### src/rtl/tps_pkg.sv
package tps_pkg;
    typedef enum logic [1:0] {
        SQ_IDLE = 2'd0,
        SQ_RUN  = 2'd1,
        SQ_WAIT = 2'd2
    } sq_state_e;

    localparam logic [2:0] RA_CTRL     = 3'd0;
    localparam logic [2:0] RA_CLEAR    = 3'd1;
    localparam logic [2:0] RA_STATUS   = 3'd2;
    localparam logic [2:0] RA_SIZE     = 3'd3;
    localparam logic [2:0] RA_CMD_PUSH = 3'd4;
    localparam logic [2:0] RA_SDO_PUSH = 3'd5;

    localparam int CMD_W = 16;
endpackage

### src/rtl/prog_store.sv
module prog_store #(
    parameter int W  = 16,
    parameter int AW = 4
) (
    input  logic          clk,
    input  logic          rst_n,
    input  logic          clear_i,
    input  logic          push_i,
    input  logic [W-1:0]  push_data_i,
    input  logic [AW-1:0] rd_addr_i,
    output logic [W-1:0]  rd_data_o,
    output logic [AW:0]   count_o,
    output logic          drop_o
);
    localparam int DEPTH = 1 << AW;

    typedef struct packed {
        logic [AW:0] cnt;
    } st_t;

    st_t st_d, st_q;
    logic [W-1:0] mem [DEPTH];
    logic full, take;

    // count never exceeds DEPTH, so the top bit alone marks a full store
    assign full   = st_q.cnt[AW];
    assign take   = push_i && !clear_i && !full;
    assign drop_o = push_i && !clear_i && full;

    always_comb begin
        st_d = st_q;
        if (clear_i) begin
            st_d.cnt = '0;
        end else if (take) begin
            st_d.cnt = st_q.cnt + (AW+1)'(1);
        end
    end

    always_ff @(posedge clk or negedge rst_n) begin
        if (!rst_n) begin
            st_q <= '0;
        end else begin
            st_q <= st_d;
        end
    end

    always_ff @(posedge clk) begin
        if (take) begin
            mem[st_q.cnt[AW-1:0]] <= push_data_i;
        end
    end

    assign rd_data_o = mem[rd_addr_i];
    assign count_o   = st_q.cnt;

    AST_CNT_BOUND: assert property (@(posedge clk) disable iff (!rst_n)
        (st_q.cnt <= (AW+1)'(DEPTH))) else $error("count beyond depth");
    AST_CLEAR_EMPTIES: assert property (@(posedge clk) disable iff (!rst_n)
        clear_i |=> (st_q.cnt == '0)) else $error("clear left entries");
    AST_DROP_HOLDS: assert property (@(posedge clk) disable iff (!rst_n)
        drop_o |=> $stable(st_q.cnt)) else $error("dropped write stored");
endmodule

### src/rtl/replay_seq.sv
module replay_seq
    import tps_pkg::*;
#(
    parameter int CMD_AW = 4,
    parameter int SDO_AW = 4,
    parameter int ID_W   = 8
) (
    input  logic              clk,
    input  logic              rst_n,
    input  logic              abort_i,
    input  logic              enable_i,
    input  logic              trigger_i,
    input  logic [CMD_AW:0]   cmd_cnt_i,
    input  logic [SDO_AW:0]   sdo_cnt_i,
    input  logic              cmd_ready_i,
    input  logic              sdo_ready_i,
    input  logic              sync_valid_i,
    input  logic [ID_W-1:0]   sync_id_i,
    output logic [CMD_AW-1:0] cmd_addr_o,
    output logic [SDO_AW-1:0] sdo_addr_o,
    output logic              cmd_valid_o,
    output logic              sdo_valid_o,
    output logic              busy_o,
    output logic              done_o
);
    typedef struct packed {
        sq_state_e         state;
        logic [CMD_AW-1:0] cptr;
        logic [SDO_AW:0]   sptr;
        logic              done;
    } seq_t;

    seq_t sq_d, sq_q;
    logic last_cmd, sdo_go;

    assign last_cmd = ({1'b0, sq_q.cptr} == (cmd_cnt_i - (CMD_AW+1)'(1)));
    assign sdo_go   = sdo_valid_o && sdo_ready_i;

    always_comb begin
        sq_d      = sq_q;
        sq_d.done = 1'b0;
        if (abort_i) begin
            sq_d.state = SQ_IDLE;
            sq_d.cptr  = '0;
            sq_d.sptr  = '0;
        end else begin
            case (sq_q.state)
                SQ_IDLE: begin
                    if (enable_i && trigger_i && (cmd_cnt_i != '0)) begin
                        sq_d.state = SQ_RUN;
                        sq_d.cptr  = '0;
                        sq_d.sptr  = '0;
                    end
                end
                SQ_RUN: begin
                    if (cmd_ready_i) begin
                        if (last_cmd) begin
                            sq_d.state = SQ_WAIT;
                        end else begin
                            sq_d.cptr = sq_q.cptr + CMD_AW'(1);
                        end
                    end
                end
                SQ_WAIT: begin
                    if (sync_valid_i && (sync_id_i == '0)) begin
                        sq_d.state = SQ_IDLE;
                        sq_d.done  = 1'b1;
                    end
                end
                default: sq_d.state = SQ_IDLE;
            endcase
            if (sdo_go) begin
                sq_d.sptr = sq_q.sptr + (SDO_AW+1)'(1);
            end
        end
    end

    always_ff @(posedge clk or negedge rst_n) begin
        if (!rst_n) begin
            sq_q <= '{state: SQ_IDLE, cptr: '0, sptr: '0, done: 1'b0};
        end else begin
            sq_q <= sq_d;
        end
    end

    assign cmd_valid_o = (sq_q.state == SQ_RUN);
    assign sdo_valid_o = (sq_q.state != SQ_IDLE) && (sq_q.sptr < sdo_cnt_i);
    assign busy_o      = (sq_q.state != SQ_IDLE);
    assign done_o      = sq_q.done;
    assign cmd_addr_o  = sq_q.cptr;
    assign sdo_addr_o  = sq_q.sptr[SDO_AW-1:0];

    AST_CMD_IN_RANGE: assert property (@(posedge clk) disable iff (!rst_n)
        cmd_valid_o |-> ({1'b0, sq_q.cptr} < cmd_cnt_i)) else $error("cmd pointer past program");
    AST_NO_RESTART: assert property (@(posedge clk) disable iff (!rst_n)
        (cmd_valid_o && !cmd_ready_i && !abort_i) |=> $stable(sq_q.cptr)) else $error("pointer moved without accept");
    AST_DISABLED_STAYS_IDLE: assert property (@(posedge clk) disable iff (!rst_n)
        (!enable_i && !busy_o) |=> !busy_o) else $error("started while disabled");
    AST_DONE_SINGLE: assert property (@(posedge clk) disable iff (!rst_n)
        done_o |=> !done_o) else $error("completion pulse too long");
    AST_ABORT_IDLES: assert property (@(posedge clk) disable iff (!rst_n)
        abort_i |=> !busy_o) else $error("clear did not stop replay");
endmodule

### src/rtl/trig_prog_seq.sv
module trig_prog_seq
    import tps_pkg::*;
#(
    parameter int CMD_AW = 4,
    parameter int SDO_AW = 4,
    parameter int SDO_W  = 32,
    parameter int ID_W   = 8
) (
    input  logic             clk,
    input  logic             rst_n,
    input  logic             reg_wr,
    input  logic [2:0]       reg_addr,
    input  logic [31:0]      reg_wdata,
    output logic [31:0]      reg_rdata,
    input  logic             trigger,
    output logic             cmd_valid,
    input  logic             cmd_ready,
    output logic [15:0]      cmd_data,
    output logic             sdo_valid,
    input  logic             sdo_ready,
    output logic [SDO_W-1:0] sdo_data,
    input  logic             sync_valid,
    input  logic [ID_W-1:0]  sync_id,
    output logic             offload_done
);
    localparam logic [31:0] SIZE_WORD = {16'h0, 8'(SDO_AW), 8'(CMD_AW)};

    typedef struct packed {
        logic en;
        logic hold;
        logic ovf;
    } ctl_t;

    ctl_t ctl_d, ctl_q;

    logic              cmd_push, sdo_push, cmd_drop, sdo_drop, busy;
    logic [CMD_AW:0]   cmd_cnt;
    logic [SDO_AW:0]   sdo_cnt;
    logic [CMD_AW-1:0] cmd_addr;
    logic [SDO_AW-1:0] sdo_addr;

    assign cmd_push = reg_wr && (reg_addr == RA_CMD_PUSH) && !ctl_q.hold;
    assign sdo_push = reg_wr && (reg_addr == RA_SDO_PUSH) && !ctl_q.hold;

    prog_store #(.W(CMD_W), .AW(CMD_AW)) u_cmd_store (
        .clk         (clk),
        .rst_n       (rst_n),
        .clear_i     (ctl_q.hold),
        .push_i      (cmd_push),
        .push_data_i (reg_wdata[CMD_W-1:0]),
        .rd_addr_i   (cmd_addr),
        .rd_data_o   (cmd_data),
        .count_o     (cmd_cnt),
        .drop_o      (cmd_drop)
    );

    prog_store #(.W(SDO_W), .AW(SDO_AW)) u_sdo_store (
        .clk         (clk),
        .rst_n       (rst_n),
        .clear_i     (ctl_q.hold),
        .push_i      (sdo_push),
        .push_data_i (reg_wdata[SDO_W-1:0]),
        .rd_addr_i   (sdo_addr),
        .rd_data_o   (sdo_data),
        .count_o     (sdo_cnt),
        .drop_o      (sdo_drop)
    );

    replay_seq #(.CMD_AW(CMD_AW), .SDO_AW(SDO_AW), .ID_W(ID_W)) u_seq (
        .clk          (clk),
        .rst_n        (rst_n),
        .abort_i      (ctl_q.hold),
        .enable_i     (ctl_q.en),
        .trigger_i    (trigger),
        .cmd_cnt_i    (cmd_cnt),
        .sdo_cnt_i    (sdo_cnt),
        .cmd_ready_i  (cmd_ready),
        .sdo_ready_i  (sdo_ready),
        .sync_valid_i (sync_valid),
        .sync_id_i    (sync_id),
        .cmd_addr_o   (cmd_addr),
        .sdo_addr_o   (sdo_addr),
        .cmd_valid_o  (cmd_valid),
        .sdo_valid_o  (sdo_valid),
        .busy_o       (busy),
        .done_o       (offload_done)
    );

    always_comb begin
        ctl_d = ctl_q;
        if (reg_wr && (reg_addr == RA_CTRL)) begin
            ctl_d.en = reg_wdata[0];
        end
        if (reg_wr && (reg_addr == RA_CLEAR)) begin
            ctl_d.hold = reg_wdata[0];
        end
        if (ctl_q.hold) begin
            ctl_d.ovf = 1'b0;
        end else if (cmd_drop || sdo_drop) begin
            ctl_d.ovf = 1'b1;
        end
    end

    always_ff @(posedge clk or negedge rst_n) begin
        if (!rst_n) begin
            ctl_q <= '0;
        end else begin
            ctl_q <= ctl_d;
        end
    end

    always_comb begin
        case (reg_addr)
            RA_CTRL:   reg_rdata = {31'h0, ctl_q.en};
            RA_CLEAR:  reg_rdata = {31'h0, ctl_q.hold};
            RA_STATUS: reg_rdata = {30'h0, ctl_q.ovf, busy};
            RA_SIZE:   reg_rdata = SIZE_WORD;
            default:   reg_rdata = 32'h0;
        endcase
    end

    AST_OVF_STICKY: assert property (@(posedge clk) disable iff (!rst_n)
        (ctl_q.ovf && !ctl_q.hold) |=> ctl_q.ovf) else $error("overflow flag lost");
    AST_HOLD_NO_TRIGGER: assert property (@(posedge clk) disable iff (!rst_n)
        (ctl_q.hold && !busy) |=> !busy) else $error("replay started under clear");
endmodule

### config.mk
export PLATFORM = sky130hd
export DESIGN_NAME = trig_prog_seq
export DESIGN_NICKNAME = d
export VERILOG_FILES = /design/src/rtl/tps_pkg.sv /design/src/rtl/prog_store.sv /design/src/rtl/replay_seq.sv /design/src/rtl/trig_prog_seq.sv
export SDC_FILE = /design/constraint.sdc
export NUM_CORES = 1
export LEC_CHECK = 0
export BUFFER_PORTS_ARGS = -buffer_cell sky130_fd_sc_hd__buf_2
export CORE_MARGIN = 4
export CORE_UTILIZATION = 45
export DETAILED_ROUTE_END_ITERATION = 8
export GPL_TIMING_DRIVEN = 0
export SLEW_MARGIN = 10
export SYNTH_ARGS = -nofsm -noshare
export SYNTH_HDL_FRONTEND = slang
export SYNTH_SLANG_ARGS = --single-unit
### constraint.sdc
create_clock -name clk -period 5.7 [get_ports clk]
set_input_delay 1.14 -clock clk [delete_from_list [all_inputs] [get_ports clk]]
set_output_delay 1.14 -clock clk [all_outputs]
set_load 0.01 [all_outputs]
==> results.md <==
- Crit-path slowest cell: clkbuf_1
- Nets@finish: 1946
- Pwr dens: 324 mW/mm²
- Post-synthesis sequential area ratio: 75.8%
- Via density: 5.67
- Worst Tran Pin Value: 1.07 ns
- Peak VDD IR: 0.235 mV
- Setup CP Type: flop to primary output
- Critical Path Source: u_seq.sdo_addr_o[1]
- Clock insertion delay at the later pin of the skew report: 0.64 ns
- Post-DP HPWL: 50500 µm
- Slew headroom: 28.6%
- Post-synth EDFFs: 768
- Std-Cell Core Area: 0.0687 mm²
- Post-cts resize count: 0
- Die extent in x: 272 µm
- Sum of negative setup slack: 0 ns
- Hold Path Class: input port to async pin
- Post-CTS Setup Inserts: 0
- Initial antenna violation count: 2
- Synth-to-Final Area Change: 17.6%
- Worst r2r src: ctl_q[1]
- Worst-path fanout max: 10
- Largest net degree at the start of global routing: 35
- Synthesized instance count: 1612
- First-pass GRT wire length: 112000 µm
- Row count: 96
- R2R cell count: 6
- CP Data Required Time: 4.56 ns
- Fmax: 0.204 GHz
- Crit path DAT: 3.77 ns
- Area of the die: 0.0737 mm²
- Yosys top cell by area: edfxtp_1
- Input/output buffers: 103
- Final Total Pwr: 11.9 mW
- Yosys warns: 0
- Combinational Power Share: 2.6%
- Crit path to: sdo_data[14]
- Final hold vios: 0
- DRT iter0 DRCs: 1623
- Sw Ratio: 20.7%
- Clk pin slew, worst setup/hold paths: 0.06 ns
- Tcrit/Tclk final: 86.2%
- Placed cells: 2727
- Final Slew Violations: 0
- Main synth FF type: edfxtp_1
- Drt wl/cell: 26.3 µm
- DP Area: 0.0341 mm²
- Reg2reg setup slack: 2.37 ns
- DRT Wirelength: 75900 µm
- Fin crit period: 4.91 ns
- Boundary Pins: 133
- Max Root-Sink Buffers: 3
- Outcome: completed
- Starting density of the core: 45.5%
- Final setup violation count: 0
- DR pass1 iterations: 5
- Synthesized flop and latch total: 793
- Largest cells by area after synthesis: edfxtp_1 (74%), mux4_2 (9.2%), mux2_2 (2.4%)
- CP max stage delay: 0.76 ns
- Antenna Cells: 0
- Global route overflow: 0
- Root Buffer: clkbuf_16
- Unique masters post-synth: 59
- Die Span Y: 272 µm
- Critical path endpoint category: primary output
- Finished Layout Cells: 2880
- Vias: 16300
- Vias in the first global route: 16800
- Layout cells sized above 1: 29.0%
- CTS tree: built
- Cts bufs inserted: 83
- Synth Cell Area: 0.0313 mm²
- RSZ-0062 raised after global routing: false
- Routability cong.: 0.775
- Worst r2r dst: u_sdo_store.mem[3][30]
- Pint: 9.45 mW
- Worst path cell trace: buf_2 -> clkbuf_1 -> clkbuf_1 -> mux4_2 -> a22oi_1 -> o21ai_1 -> buf_2
- Clock Skew: 0.0290 ns
- Antenna Nets Post-Route: 0
- Clk sink count: 793
- CTS Hold Buffers Added: 0
- Async set or reset register ratio after synthesis: 3.15%
- Clock power frac: 43.6%
- Sequential group share of total power: 53.8%
- Mean Syn Cell Area: 19.4 µm²
- Finished Cell Area: 0.0367 mm²
- Leak: 11.9 nW
- Top cell type's share of synthesized area: 73.8%
- Worst Setup Start Kind: flop
- Max cap viols: 0
- Gr usage total: 20.5%
- Htree depth: 3
- DR DRC count: 0
- Total net switching power: 2.47 mW
[logic make-up (layout without fill, tap and decap cells)]
| group | count (synthesis) | count (layout) | synth area share (%) |
|---|---|---|---|
| DFF | 793 | 793 | 75.8 |
| adders and majority gates | 15 | 15 | 0.600 |
| AOI/OAI and AO/OA | 239 | 239 | 4.94 |
| muxes | 263 | 263 | 13.9 |
| and+or+nand+nor | 164 | 164 | 2.49 |
| xor gates and xnor gates | 9 | 9 | 0.252 |
| other | 1 | 28 | 0.0120 |
| buffers and inverters | 128 | 438 | 2.05 |
[final cells by class]
| cell class | instances | area (µm²) |
|---|---|---|
| inverter | 15 | 56.3 |
| tap | 931 | 1160 |
| fill | 5451 | 32000 |
| clock inverter | 44 | 398 |
| multi-input combinational | 718 | 7180 |
| sequential | 793 | 23700 |
| buffer | 113 | 583 |
| timing repair buffer | 157 | 1460 |
| clock buffer | 109 | 2220 |
[per-layer routing]
layer,GRT usage (%),vias up,wire length [µm],share of wire (%)
li1,-,7071,-,-
met1,28.3,8646,32100,42
met2,34.5,482,38200,50
met3,3.33,116,4030,5.3
met4,5.34,2,1510,2.0
met5,0,-,20,0.026
[Yosys cell counts (all sizes together) (2+ instances only)]
cell and number:
and3b 2, a21oi 53, mux2 84, nand4 2, nor3 9, mux2i 51, dfrtp 25, nor2b 6
nand4b 2, nor2 80, nor4b 3, or4 3, nand2 35, nand3 4, nor4 4, clkbuf 44
or2 3, a21o 5, edfxtp 768, buf 69, a22oi 48, nand2b 2, xnor2 6, a211oi 2
ha 15, xor2 3, and2 2, nand3b 2, o31ai 3, nor4bb 2, inv 15, a221oi 18
mux4 128, o21ba 2, o22ai 32, o21ai 68
[registers in the layout, indices dropped and copies added, names as in the netlist]
| name | cells |
|---|---|
| u_cmd_store.mem | 256 |
| u_seq.done_o | 1 |
| u_cmd_store.count_o | 5 |
| ctl_q | 3 |
| u_sdo_store.count_o | 5 |
| u_seq.cmd_addr_o | 4 |
| u_sdo_store.mem | 512 |
| u_seq.sq_q | 3 |
| u_seq.sdo_addr_o | 4 |
[worst max-delay path: cells and delay by family (launching register included)]
kind / cells / cell delay (ns)
buffers and inverters: 4 / 1.87
multiplexers: 1 / 0.44
AO/OA/AOI/OAI: 2 / 0.43
flip-flops: 1 / 0.38
[worst min-delay path by stage]
| stage | startpoint | to | slack [ns] | depth (start not counted) |
|---|---|---|---|---|
| 2_1_floorplan | ctl_q[0] | ctl_q[0] | 0.46 | 2 |
| 3_3_place_gp | u_seq.sq_q[11] | u_seq.sq_q[10] | 0.52 | 1 |
| 3_5_place_dp | u_seq.sq_q[11] | u_seq.sq_q[10] | 0.52 | 1 |
| 4_1_cts | rst_n | u_seq.done_o | 0.51 | 1 |
| 5_1_grt | rst_n | u_seq.done_o | 0.57 | 1 |
| 6_report | rst_n | u_seq.done_o | 0.52 | 1 |
[metrics by stage]
step                utilization, %  worst slack [ns]  hold slack, ns
floorplan                        -             0.988           0.458
global placement              48.1             -2.46           0.515
detailed placement            49.7              1.42           0.523
CTS                           53.5             0.673           0.515
global route                  53.5             0.611           0.567
finish                        53.5             0.787           0.519
[cells in the final DEF (no fill, tap or decap), drive strengths merged, types with 28 or more instances in the layout]
cell type and count:
a21oi 53, a22oi 48, nor2 80, o22ai 32, edfxtp 768, mux2 84, o21ai 68, mux4 128
buf 226, conb 28, nand2 35, clkbuf 153, mux2i 51, clkinv 36
[power by group through the flow]
stage               registers [mW]  clock network (mW)  logic, mW
floorplan                     6.53                   0      0.145
global placement              6.54                   0      0.291
detailed placement            6.53                   0      0.307
CTS                           6.41                5.31      0.308
global route                  6.41                5.56      0.333
finish                        6.41                5.20      0.307
No activity file was read; power rests on OpenSTA's default activity.
